File: src/rtl/pfd_pkg.sv
package pfd_pkg;

  typedef enum logic [1:0] {
    PD_IDLE = 2'd0,
    PD_UP   = 2'd1,
    PD_DOWN = 2'd2
  } pdState_t;

  // strobes from control to the error datapath
  typedef struct packed {
    logic cntStart;  // first edge seen: load count with 1
    logic cntRun;    // waiting for closing edge: advance count
    logic zeroErr;   // both edges in one cycle: error is 0
  } cntCtl_t;

endpackage

File: src/rtl/pfd_err_path.sv
module pfd_err_path
  import pfd_pkg::*;
#(
  parameter int CW = 8
) (
  input  logic          clk,
  input  logic          rstN,
  input  cntCtl_t       ctl,
  input  logic [CW-1:0] window,
  output logic          inWindow
);

  localparam logic [CW-1:0] CNT_MAX = {CW{1'b1}};

  logic [CW-1:0] errCnt;
  logic [CW-1:0] errNow;

  always_ff @(posedge clk or negedge rstN) begin
    if (!rstN) begin
      errCnt <= '0;
    end else if (ctl.cntStart) begin
      errCnt <= CW'(1);
    end else if (ctl.cntRun && (errCnt != CNT_MAX)) begin
      errCnt <= errCnt + CW'(1);
    end
  end

  always_comb begin
    errNow   = ctl.zeroErr ? '0 : errCnt;
    inWindow = (errNow <= window);
  end


  sat_hold_chk: assert property (@(posedge clk) disable iff (!rstN)
    (ctl.cntRun && !ctl.cntStart && errCnt == CNT_MAX) |=> (errCnt == CNT_MAX));


  count_step_chk: assert property (@(posedge clk) disable iff (!rstN)
    (ctl.cntStart) |=> (errCnt == CW'(1)));

endmodule

File: src/rtl/pfd_ctrl.sv
module pfd_ctrl
  import pfd_pkg::*;
(
  input  logic    clk,
  input  logic    rstN,
  input  logic    refPulse,
  input  logic    mainPulse,
  input  logic    reload,
  input  logic    inWindow,
  output cntCtl_t ctl,
  output logic    pumpUp,
  output logic    pumpDown,
  output logic    coarseEn,
  output logic    lockN
);

  pdState_t state, stateNext;
  logic     locked;
  logic     done;

  always_comb begin
    stateNext    = state;
    done         = 1'b0;
    ctl.cntStart = 1'b0;
    ctl.cntRun   = 1'b0;
    ctl.zeroErr  = 1'b0;
    if (reload) begin
      stateNext = PD_IDLE;
    end else begin
      unique case (state)
        PD_IDLE: begin
          if (refPulse && mainPulse) begin
            done        = 1'b1;
            ctl.zeroErr = 1'b1;
          end else if (refPulse) begin
            stateNext    = PD_UP;
            ctl.cntStart = 1'b1;
          end else if (mainPulse) begin
            stateNext    = PD_DOWN;
            ctl.cntStart = 1'b1;
          end
        end
        PD_UP: begin
          if (mainPulse) begin
            stateNext = PD_IDLE;
            done      = 1'b1;
          end else begin
            ctl.cntRun = 1'b1;
          end
        end
        PD_DOWN: begin
          if (refPulse) begin
            stateNext = PD_IDLE;
            done      = 1'b1;
          end else begin
            ctl.cntRun = 1'b1;
          end
        end
        default: stateNext = PD_IDLE;
      endcase
    end
  end

  always_ff @(posedge clk or negedge rstN) begin
    if (!rstN) begin
      state  <= PD_IDLE;
      locked <= 1'b0;
    end else begin
      state <= stateNext;
      if (reload) begin
        locked <= 1'b0;
      end else if (done) begin
        locked <= inWindow;
      end
    end
  end

  always_comb begin
    pumpUp   = (state == PD_UP) && !locked;
    pumpDown = (state == PD_DOWN) && !locked;
    coarseEn = !locked;
    lockN    = !locked;
  end


  coincident_idle_chk: assert property (@(posedge clk) disable iff (!rstN)
    (state == PD_IDLE && refPulse && mainPulse && !reload) |=> (state == PD_IDLE && !pumpUp && !pumpDown));


  enter_lock_chk: assert property (@(posedge clk) disable iff (!rstN)
    (done && inWindow && !reload) |=> (!lockN && !coarseEn));


  leave_lock_chk: assert property (@(posedge clk) disable iff (!rstN)
    (done && !inWindow && !reload) |=> (lockN && coarseEn));


  reload_clear_chk: assert property (@(posedge clk) disable iff (!rstN)
    reload |=> (lockN && coarseEn && !pumpUp && !pumpDown && state == PD_IDLE));


  lock_hold_chk: assert property (@(posedge clk) disable iff (!rstN)
    (!done && !reload) |=> $stable(lockN));


  close_clear_chk: assert property (@(posedge clk) disable iff (!rstN)
    (state != PD_IDLE && done) |=> (!pumpUp && !pumpDown));

endmodule

File: src/rtl/pfd_lock_top.sv
module pfd_lock_top
  import pfd_pkg::*;
#(
  parameter int CW = 8
) (
  input  logic          clk,
  input  logic          rstN,
  input  logic          refPulse,
  input  logic          mainPulse,
  input  logic          reload,
  input  logic [CW-1:0] window,
  output logic          pumpUp,
  output logic          pumpDown,
  output logic          coarseEn,
  output logic          lockN
);

  cntCtl_t ctl;
  logic    inWindow;

  pfd_ctrl uCtrl (
    .clk       (clk),
    .rstN      (rstN),
    .refPulse  (refPulse),
    .mainPulse (mainPulse),
    .reload    (reload),
    .inWindow  (inWindow),
    .ctl       (ctl),
    .pumpUp    (pumpUp),
    .pumpDown  (pumpDown),
    .coarseEn  (coarseEn),
    .lockN     (lockN)
  );

  pfd_err_path #(.CW(CW)) uErr (
    .clk      (clk),
    .rstN     (rstN),
    .ctl      (ctl),
    .window   (window),
    .inWindow (inWindow)
  );


  pump_excl_chk: assert property (@(posedge clk) disable iff (!rstN)
    !(pumpUp && pumpDown));

endmodule

File: config.mk
export PLATFORM = sky130hd
export DESIGN_NAME = pfd_lock_top
export DESIGN_NICKNAME = d
export VERILOG_FILES = /design/src/rtl/pfd_pkg.sv /design/src/rtl/pfd_err_path.sv /design/src/rtl/pfd_ctrl.sv /design/src/rtl/pfd_lock_top.sv
export SDC_FILE = /design/constraint.sdc
export NUM_CORES = 1
export LEC_CHECK = 0
export BUFFER_PORTS_ARGS = -buffer_cell sky130_fd_sc_hd__clkbuf_2
export CORE_UTILIZATION = 30
export DETAILED_ROUTE_END_ITERATION = 12
export PLACE_DENSITY = 0.49
export SETUP_SLACK_MARGIN = 0.2
export SLEW_MARGIN = 20
export SYNTH_ARGS = -nofsm -noshare
export SYNTH_HDL_FRONTEND = slang
export SYNTH_SLANG_ARGS = --single-unit
File: constraint.sdc
create_clock -name clk -period 2.6 [get_ports clk]
set_input_delay 0.78 -clock clk [delete_from_list [all_inputs] [get_ports clk]]
set_output_delay 0.78 -clock clk [all_outputs]
set_load 0.01 [all_outputs]
==> metrics.cfg, run 1 <==
[run_status]
outcome=complete, no violations

[critical_path]
worstPathArrival_ns=2.42
critical_path_class=in -> reg
cp-end-kind=flip-flop
cp-start-kind=input pin
worst_ep_required_time_ns=2.80
path_max_fanout=8

[placement]
place_hpwl_mm=1.71
io_buffers=16
gp_congestion=0.752
dp_slack_ns=0.00743

[detailed_routing]
via_per_inst=5.02
vias=889
drc=0
drtIter0Drc=11
wl_mm=2.11
first_pass_iters=4
wl_per_cell_um=11.9
drtAntennaViolNets=0

[synthesis]
netlist_top_cells_area=dfrtp_1 (28%), ha_1 (19%), inv_1 (5.7%)
synth_seq_cells=11
synth_top_cell_area_share=0.278
synth_mux_area_frac=0.0101
synth_cells=113
synth_compound_area_frac=0.183
synth_cell_types=34
yosys.area_share.xor_xnor=0
avgSynthCellArea_um2=8.76
synthAdderAreaFrac=0.190
synth_area_leader_cell=dfrtp_1
ys_seq_area_frac=0.278
yosys.area_share.simple=0.259
synth_top_family_by_area=simple AND/OR/NAND/NOR gates
synth_area_um2=990
syn_nets=141
yosys_warnings=0

[power]
p_sw_mw=0.132
clkPwrFrac=0.294
power.internal_mw=0.284
p_per_area_nw_per_um2=359
seq_power_share=0.454
ir_worst_vdd_v=0.000194
combPwrFrac=0.253
p_leak_nw=0.560
p_sw_frac=0.318

[finish]
diodes=0
layout.nets=162
drive_gt1_frac=0.195
post-route-util=0.374
area_growth_pct=17.2
nFillCells=349

[timing]
hold_viol_final=0
setup_viol=0
period_minus_slack_ns=2.22
slew_violations=0
worst_slew_pin_slew_ns=0.584
fmax_mhz=450
rsz0062_at_grt=no
finalCritPeriodShare=0.854
tns_ns=0
worst_slack_ns=0.379
maxSlewHeadroom=0.609
skew_ns=0.00114

[flow_run]
maxCapViolations=0

[floorplanning]
dieWidth_um=59.4
core_area_um2=3100
io_pins=17
dieHeight_um=59.4
die-area_um2=3530
initial_core_util=0.319
fp-row-count=20

[clock_network]
cts_buffer_depth=2
cts_buffers=3
postCtsSetupRepairBufs=0
clock-sinks=11
cts_root_buffer=clkbuf_4
cts_tree=built
clk_latency_ns=0.27
cts_max_level=1
clk_pin_slew_ns=0.08

[global_route]
first_global_vias=830
grt_pass1_wl_mm=3.66
antenna_found_initial=0
grt_max_degree=16
overflow=0
grt_usage=0.138

[worst_hold_path]
hold_class=in -> async

[per-layer routing]
metal	global-route usage	wire length [µm]	up-vias
met5	0	0	-
met4	0.0102	0	0
met3	0.0393	73	0
met2	0.239	1020	16
met1	0.176	1010	418
li1	-	-	455
[registers in the layout (all words and copies together), names as in the netlist]
signal,cells
uCtrl.state,2
uCtrl.locked,1
uErr.errCnt,8
[cells in the mapped netlist]
cell and instances:
ha_1 15, inv_1 15, dfrtp_1 11, nand3_1 9, and2_1 7, nand2_1 6
a21boi_1 4, a21oi_1 4, or4_1 4, nand4_1 3, nor2_1 3, o21ai_0 3
a21boi_0 2, a22o_1 2, nand2b_1 2, nor2b_1 2, nor4_1 2, o31ai_1 2
o41ai_1 2, a211o_1 1, a222oi_1 1, a31oi_1 1, buf_4 1, buf_6 1
clkbuf_1 1, mux2i_1 1, nand2b_4 1, nand4b_1 1, o21bai_1 1, o311ai_0 1
o32a_1 1, or3_1 1, or3b_1 1, or4b_1 1
[worst max-delay path: stages]
cell	delay (ns)
clkbuf_2	0.12
ha_1	0.18
nand3_2	0.13
and2_1	0.19
ha_1	0.31
a21oi_1	0.14
a31oi_1	0.09
o32a_1	0.33
a21oi_1	0.14
[cell families (layout without fill, tap and decap cells)]
kind of cell | count (synthesis) | count (layout)
compound gates | 25 | 25
buf+inv | 18 | 38
mux | 1 | 1
flops | 11 | 11
simple gates | 43 | 43
fa+ha+maj | 15 | 15
[layout make-up]
| class | count | area (µm²) | area share |
|---|---|---|---|
| clock inverter | 1 | 5.00 | 0.00432 |
| multi-input combinational | 84 | 643 | 0.554 |
| clock buffer | 3 | 22.5 | 0.0194 |
| timing repair buffer | 19 | 103 | 0.0885 |
| sequential | 11 | 275 | 0.237 |
| inverter | 15 | 56.3 | 0.0485 |
| tap | 44 | 55.1 | 0.0475 |
[cells in the final DEF (no fill, tap or decap), drive strengths merged, types with 4 or more instances in the layout]
cell and instances:
nand2 6, inv 15, dfrtp 11, nand3 9
clkbuf 19, and2 7, a21oi 4, or4 4
ha 15, a21boi 6
[path summary, 6_finish.rpt]
| check | start | endpoint | slack, ns | cells after the start |
|---|---|---|---|---|
| max in group asynchronous | rstN | uErr.errCnt[6] | 2.02 | 1 |
| min in group clk | uCtrl.state[0] | uCtrl.state[0] | 0.58 | 1 |
| hold reg to reg | uCtrl.state[0] | uCtrl.state[0] | 0.58 | 1 |
| hold / removal | rstN | uErr.errCnt[4] | 0.37 | 1 |
| setup / recovery | mainPulse | uCtrl.locked | 0.38 | 9 |
| setup reg to reg | uCtrl.state[0] | uCtrl.locked | 0.43 | 9 |
[power groups by stage]
stage               Combinational, mW  Sequential [mW]  Clock, mW
global placement                0.103            0.193          0
detailed placement              0.105            0.193          0
global route                    0.122            0.192      0.135
floorplan                      0.0686            0.189          0
finish                          0.105            0.189      0.122
CTS                             0.105            0.189      0.127
[metrics by stage]
step | instances | hold slack, ns | power, mW | instance area (µm²)
4_1_cts | 177 | 0.372 | 0.421 | 1150
3_5_place_dp | 173 | 0.563 | 0.298 | 1120
5_1_grt | 177 | 0.381 | 0.448 | 1160
6_report | 177 | 0.366 | 0.417 | 1160
3_3_place_gp | 173 | 0.558 | 0.295 | 1120
2_1_floorplan | 113 | 0.484 | 0.258 | 990
[repair_timing]
| item | 4_1_cts | 5_1_grt |
|---|---|---|
| endpoints found under the setup margin | 0 | 1 |
| hold buffers | 0 | 0 |
| resized for setup | 0 | 2 |
Power figures use the tool's default switching activity.
==> inputs of run 2 (changes only) <==
- CTS_BUF_LIST: not set -> sky130_fd_sc_hd__clkbuf_8
- CTS_CLUSTER_DIAMETER: not set -> 100
- RECOVER_POWER: not set -> 100
==> metrics.cfg, run 2 (same netlist as run 1, synthesis figures left out) <==
[global_route]
overflow=0  ; unchanged
antenna_found_initial=0  ; unchanged
first_global_vias=832  ; +0.24%
grt_pass1_wl_mm=3.66  ; unchanged
grt_max_degree=16  ; unchanged
grt_usage=0.139  ; +0.00137

[clock_network]
cts_root_buffer=clkbuf_8
cts_max_level=1  ; unchanged
cts_buffers=3  ; unchanged
cts_tree=built
clk_latency_ns=0.24  ; -0.03 ns
clock-sinks=11  ; unchanged
clk_pin_slew_ns=0.05  ; -0.03 ns
cts_buffer_depth=2  ; unchanged

[detailed_routing]
drc=0  ; unchanged
via_per_inst=5.00  ; -0.45%
vias=885  ; -0.45%
drtAntennaViolNets=0  ; unchanged
wl_mm=2.14  ; +1.2%
wl_met3_um=79  ; +8.2%
first_pass_iters=4  ; unchanged
wl_met1_mm=1.03  ; +1.6%
highest_layer=met4
wl_met2_mm=1.02  ; -0.49%
drtIter0Drc=15  ; +4
wl_per_cell_um=12.1  ; +1.2%

[placement]
dp.cells=173  ; unchanged
placed_area_um2=1120  ; unchanged
io_buffers=16  ; unchanged
place_hpwl_mm=1.71  ; unchanged
gp_congestion=0.752  ; unchanged

[floorplanning]
fp-row-count=20  ; unchanged
initial_core_util=0.319  ; unchanged
dieHeight_um=59.4  ; unchanged
core_area_um2=3100  ; unchanged
die-area_um2=3530  ; unchanged
io_pins=17  ; unchanged
dieWidth_um=59.4  ; unchanged

[timing]
setup_viol=0  ; unchanged
rsz0062_at_grt=no
worst_slew_pin_slew_ns=0.599  ; +0.0151 ns
slew_violations=0  ; unchanged
hold_viol_final=0  ; unchanged
finalCritPeriodShare=0.869  ; +0.0146
fmax_mhz=443  ; -1.7%
period_minus_slack_ns=2.26  ; +0.0381 ns
maxSlewHeadroom=0.601  ; -0.00865
skew_ns=0.000986  ; -0.000152 ns
tns_ns=0  ; unchanged

[finish]
fin_cells=177  ; unchanged
design_area_um2=1170  ; +1.1%
largestRegisters=uErr.errCnt: 8 flops, uCtrl.state: 2 flops, uCtrl.locked: 1 flops
diodes=0  ; unchanged
layout.nets=162  ; unchanged
area_growth_pct=18.5
top_register=uErr.errCnt
drive_gt1_frac=0.135  ; -0.0602
largest_reg_flops=8  ; unchanged
final_cell_mix=inv_1 (15), ha_1 (15), dfrtp_1 (11)

[critical_path]
critical_path_class=in -> reg
cp-start-kind=input pin
worstPathArrival_ns=2.42  ; about the same
path_max_fanout=8  ; unchanged
cpPeakStageDelay_ns=0.33  ; about the same
critPathBufInv=1  ; unchanged
cp_slowest_cell=o32a_1
cp_top_family=compound AO/OA/AOI/OAI gates
cp-end-kind=flip-flop
path_cells=clkbuf_1 > ha_1 > nand3_4 > and2_1 > ha_1 > a21oi_1 > a31oi_1 > o32a_1 > a21oi_1
worst_ep_required_time_ns=2.76  ; -0.04 ns

[power]
p_per_area_nw_per_um2=400  ; +11%
p_total_mw=0.469  ; +12%
ir_worst_vdd_v=0.000268  ; +38%
p_sw_frac=0.295  ; -0.0223
clkPwrFrac=0.374  ; +0.080
seq_power_share=0.405  ; -0.049
power.internal_mw=0.330  ; +16%
combPwrFrac=0.221  ; -0.032
p_sw_mw=0.138  ; +4.5%
p_leak_nw=0.544  ; -2.8%

[flow_run]
maxCapViolations=0  ; unchanged

[worst_hold_path]
hold_class=in -> async

[run_status]
outcome=complete, no violations

run 2: changes by cell type in the layout (fill, tap and decap cells not counted):
| cell | delta |
|---|---|
| clkbuf_1 | +7 |
| clkbuf_2 | -6 |
| a21boi_0 | +4 |
| a21boi_1 | -4 |
| clkbuf_4 | -3 |
| clkbuf_8 | +3 |
| buf_4 | -1 |
| ha_1 | +1 |
| ha_2 | -1 |
| nand3_2 | -1 |
| nand3_4 | +1 |
run 2: repair_timing:
action	CTS	global route
setup endpoints to repair	0	1
hold buffers	0	0
setup buffers	0	0
gates resized for setup	0	3
run 2: routing by layer:
layer,vias up,GRT usage
met4,0,0.0204
met3,2,0.0393
li1,452,-
met2,18,0.241
met1,413,0.174
met5,-,0
run 2: final cells by class:
type	instances	area, µm²
clock inverter	1	5.00
multi-input combinational	84	648
fill	351	1930
tap	44	55.1
inverter	15	56.3
sequential	11	275
clock buffer	3	41.3
timing repair buffer	19	91.3
run 2: worst paths after layout:
path | from | end | slack [ns] | cells past startpoint
worst max-delay path | refPulse | uCtrl.locked | 0.34 | 9
worst min-delay path | rstN | uErr.errCnt[4] | 0.52 | 1
worst max register to register | uCtrl.state[0] | uCtrl.locked | 0.40 | 9
worst min register to register | uCtrl.state[1] | uCtrl.state[1] | 0.57 | 1
max in group asynchronous | rstN | uErr.errCnt[6] | 1.69 | 1
min in group clk | uCtrl.state[1] | uCtrl.state[1] | 0.57 | 1
run 2: power by group through the flow:
stage | sequential, mW | combinational, mW | clock [mW]
finish | 0.190 | 0.103 | 0.175
global route | 0.192 | 0.120 | 0.188
CTS | 0.190 | 0.105 | 0.181
detailed placement | 0.193 | 0.105 | 0
global placement | 0.193 | 0.103 | 0
floorplan | 0.189 | 0.0686 | 0
run 2: per-stage QoR:
step	hold WS [ns]	utilization	setup slack, ns
floorplan	0.484	-	0.276
global placement	0.558	0.363	0.0845
detailed placement	0.563	0.363	0.00743
CTS	0.414	0.377	0.247
global route	0.578	0.378	0.190
finish	0.519	0.378	0.341
==> inputs of run 3 (changes only) <==
- clock period: 2.6 -> 2.75 ns (I/O delays scaled with it)
==> metrics.cfg, run 3 (same netlist as run 1, synthesis figures left out) <==
[run_status]
outcome=complete, no violations

[critical_path]
cp-start-kind=input pin
r2r_setup_slack_ns=0.55  ; +0.15 ns
critical_path_class=in -> reg
cp_top_family=compound AO/OA/AOI/OAI gates
critPathBufInv=1  ; unchanged
path_max_fanout=8  ; unchanged
path_cells=clkbuf_1 > ha_1 > nand3_2 > and2_1 > ha_1 > a21oi_1 > a31oi_1 > o32a_1 > a21oi_1
cp_slowest_cell=o32a_1
worstPathArrival_ns=2.63  ; +0.21 ns
cpPeakStageDelay_ns=0.33  ; about the same
crit_cells=9  ; unchanged
r2r_cells=9  ; unchanged
r2r-start=uCtrl.state[0]
crit_path_start=refPulse
cp-end-kind=flip-flop
r2r_end=uCtrl.locked
worst_ep_required_time_ns=2.91  ; +0.15 ns

[global_route]
grt_pass1_wl_mm=3.70  ; +0.96%
first_global_vias=838  ; +0.72%
overflow=0  ; unchanged
grt_max_degree=16  ; unchanged
antenna_found_initial=0  ; unchanged
grt_usage=0.140  ; +0.000852

[detailed_routing]
wl_mm=2.04  ; -4.4%
drtAntennaViolNets=0  ; unchanged
wl_per_cell_um=11.7  ; -3.4%
first_pass_iters=6  ; +2
drtIter0Drc=36  ; +21
drc=0  ; unchanged
vias=880  ; -0.56%
via_per_inst=5.03  ; +0.57%

[floorplanning]
dieHeight_um=59.4  ; unchanged
io_pins=17  ; unchanged
fp-row-count=20  ; unchanged
core_area_um2=3100  ; unchanged
initial_core_util=0.319  ; unchanged
dieWidth_um=59.4  ; unchanged
die-area_um2=3530  ; unchanged

[timing]
finalCritPeriodShare=0.899
hold_viol_final=0  ; unchanged
rsz0062_at_grt=no
skew_ns=0.00348  ; +0.00249 ns
slew_violations=0  ; unchanged
setup_viol=0  ; unchanged
maxSlewHeadroom=0.594  ; -0.00693
period_minus_slack_ns=2.47
worst_slew_pin_slew_ns=0.609  ; +0.0104 ns
fmax_mhz=405
tns_ns=0  ; unchanged

[placement]
placed_area_um2=1110  ; -1.3%
place_hpwl_mm=1.67  ; -2.1%
dp.cells=171  ; -1.2%
io_buffers=16  ; unchanged
gp_congestion=0.802  ; +6.7%

[clock_network]
cts_root_buffer=clkbuf_8
clk_latency_ns=0.24  ; about the same
cts_buffer_depth=2  ; unchanged
cts_max_level=1  ; unchanged
postCtsSetupRepairBufs=0  ; unchanged
clk_pin_slew_ns=0.05  ; about the same
cts_tree=built
clock-sinks=11  ; unchanged
cts_buffers=3  ; unchanged

[power]
p_total_mw=0.431  ; -8.0%
p_per_area_nw_per_um2=376  ; -6.0%
p_leak_nw=0.530  ; -2.7%
ir_worst_vdd_v=0.000184  ; -31%

[flow_run]
maxCapViolations=0  ; unchanged

[finish]
largest_reg_flops=8  ; unchanged
final_cell_mix=inv_1 (15), ha_1 (15), dfrtp_1 (11)
diodes=0  ; unchanged
layout.nets=160  ; -1.2%
post-route-util=0.370  ; -0.00807
design_area_um2=1150  ; -2.1%
drive_gt1_frac=0.122  ; -0.0132
top_register=uErr.errCnt
largestRegisters=uErr.errCnt: 8 flops, uCtrl.state: 2 flops, uCtrl.locked: 1 flops
fin_cells=175  ; -1.1%
area_growth_pct=15.9

[worst_hold_path]
hold_class=in -> async

run 3: cell count changes in the layout (fill, tap and decap cells not counted):
cell / previous run / this run
clkbuf_2: 10 / 9
nand3_2: 0 / 1
nand2b_4: 1 / 0
nand3_4: 1 / 0
buf_4: 2 / 1
nand2b_2: 0 / 1
run 3: metal layers:
metal  vias to the layer above  wire length, µm  global-route usage  part of all wire
li1                        448                -                   -                 -
met1                       408              949               0.189              0.46
met2                        18              993               0.210              0.49
met3                         6               70              0.0393             0.034
met4                         0               29              0.0544             0.014
met5                         -                0                   0                 0
run 3: worst register-to-register path, cell delays in order, from the launching register on:
cell,delay (ns)
dfrtp_1,0.41
inv_1,0.09
ha_1,0.24
nand3_2,0.16
and2_1,0.20
ha_1,0.32
a21oi_1,0.14
a31oi_1,0.10
o32a_1,0.33
a21oi_1,0.14
run 3: cell type report:
class / count / area (µm²)
clock buffers: 3 / 41.3
clock inverters: 1 / 5.00
inverters: 15 / 56.3
fillers: 347 / 1960
flip-flops and latches: 11 / 275
repair buffers: 17 / 78.8
well taps: 44 / 55.1
multi-input cells: 84 / 636
run 3: per-stage QoR:
step / setup WS (ns) / hold WS [ns]
2_1_floorplan: 0.381 / 0.517
3_3_place_gp: 0.119 / 0.560
3_5_place_dp: 0.0484 / 0.558
4_1_cts: 0.285 / 0.466
5_1_grt: 0.117 / 0.612
6_report: 0.279 / 0.569
run 3: what timing repair did:
item                                    CTS  global route
endpoints found under the setup margin    0             1
hold buffers                              0             0
gates resized for setup                   0             1
run 3: power breakdown:
| part | switching (mW) | leakage [nW] | internal [mW] |
|---|---|---|---|
| logic | 0.0521 | 0.358 | 0.0399 |
| clock network | 0.0603 | 0.0255 | 0.0995 |
| registers | 0.00920 | 0.147 | 0.170 |
| total | 0.122 | 0.530 | 0.309 |
run 3: worst max-delay path by stage:
stage / slack [ns] / endpoint
floorplan: 0.38 / uCtrl.locked
global placement: 0.12 / uCtrl.locked
CTS: 0.28 / uCtrl.locked
global route: 0.12 / uCtrl.locked
finish: 0.28 / uCtrl.locked
detailed placement: 0.05 / uCtrl.locked
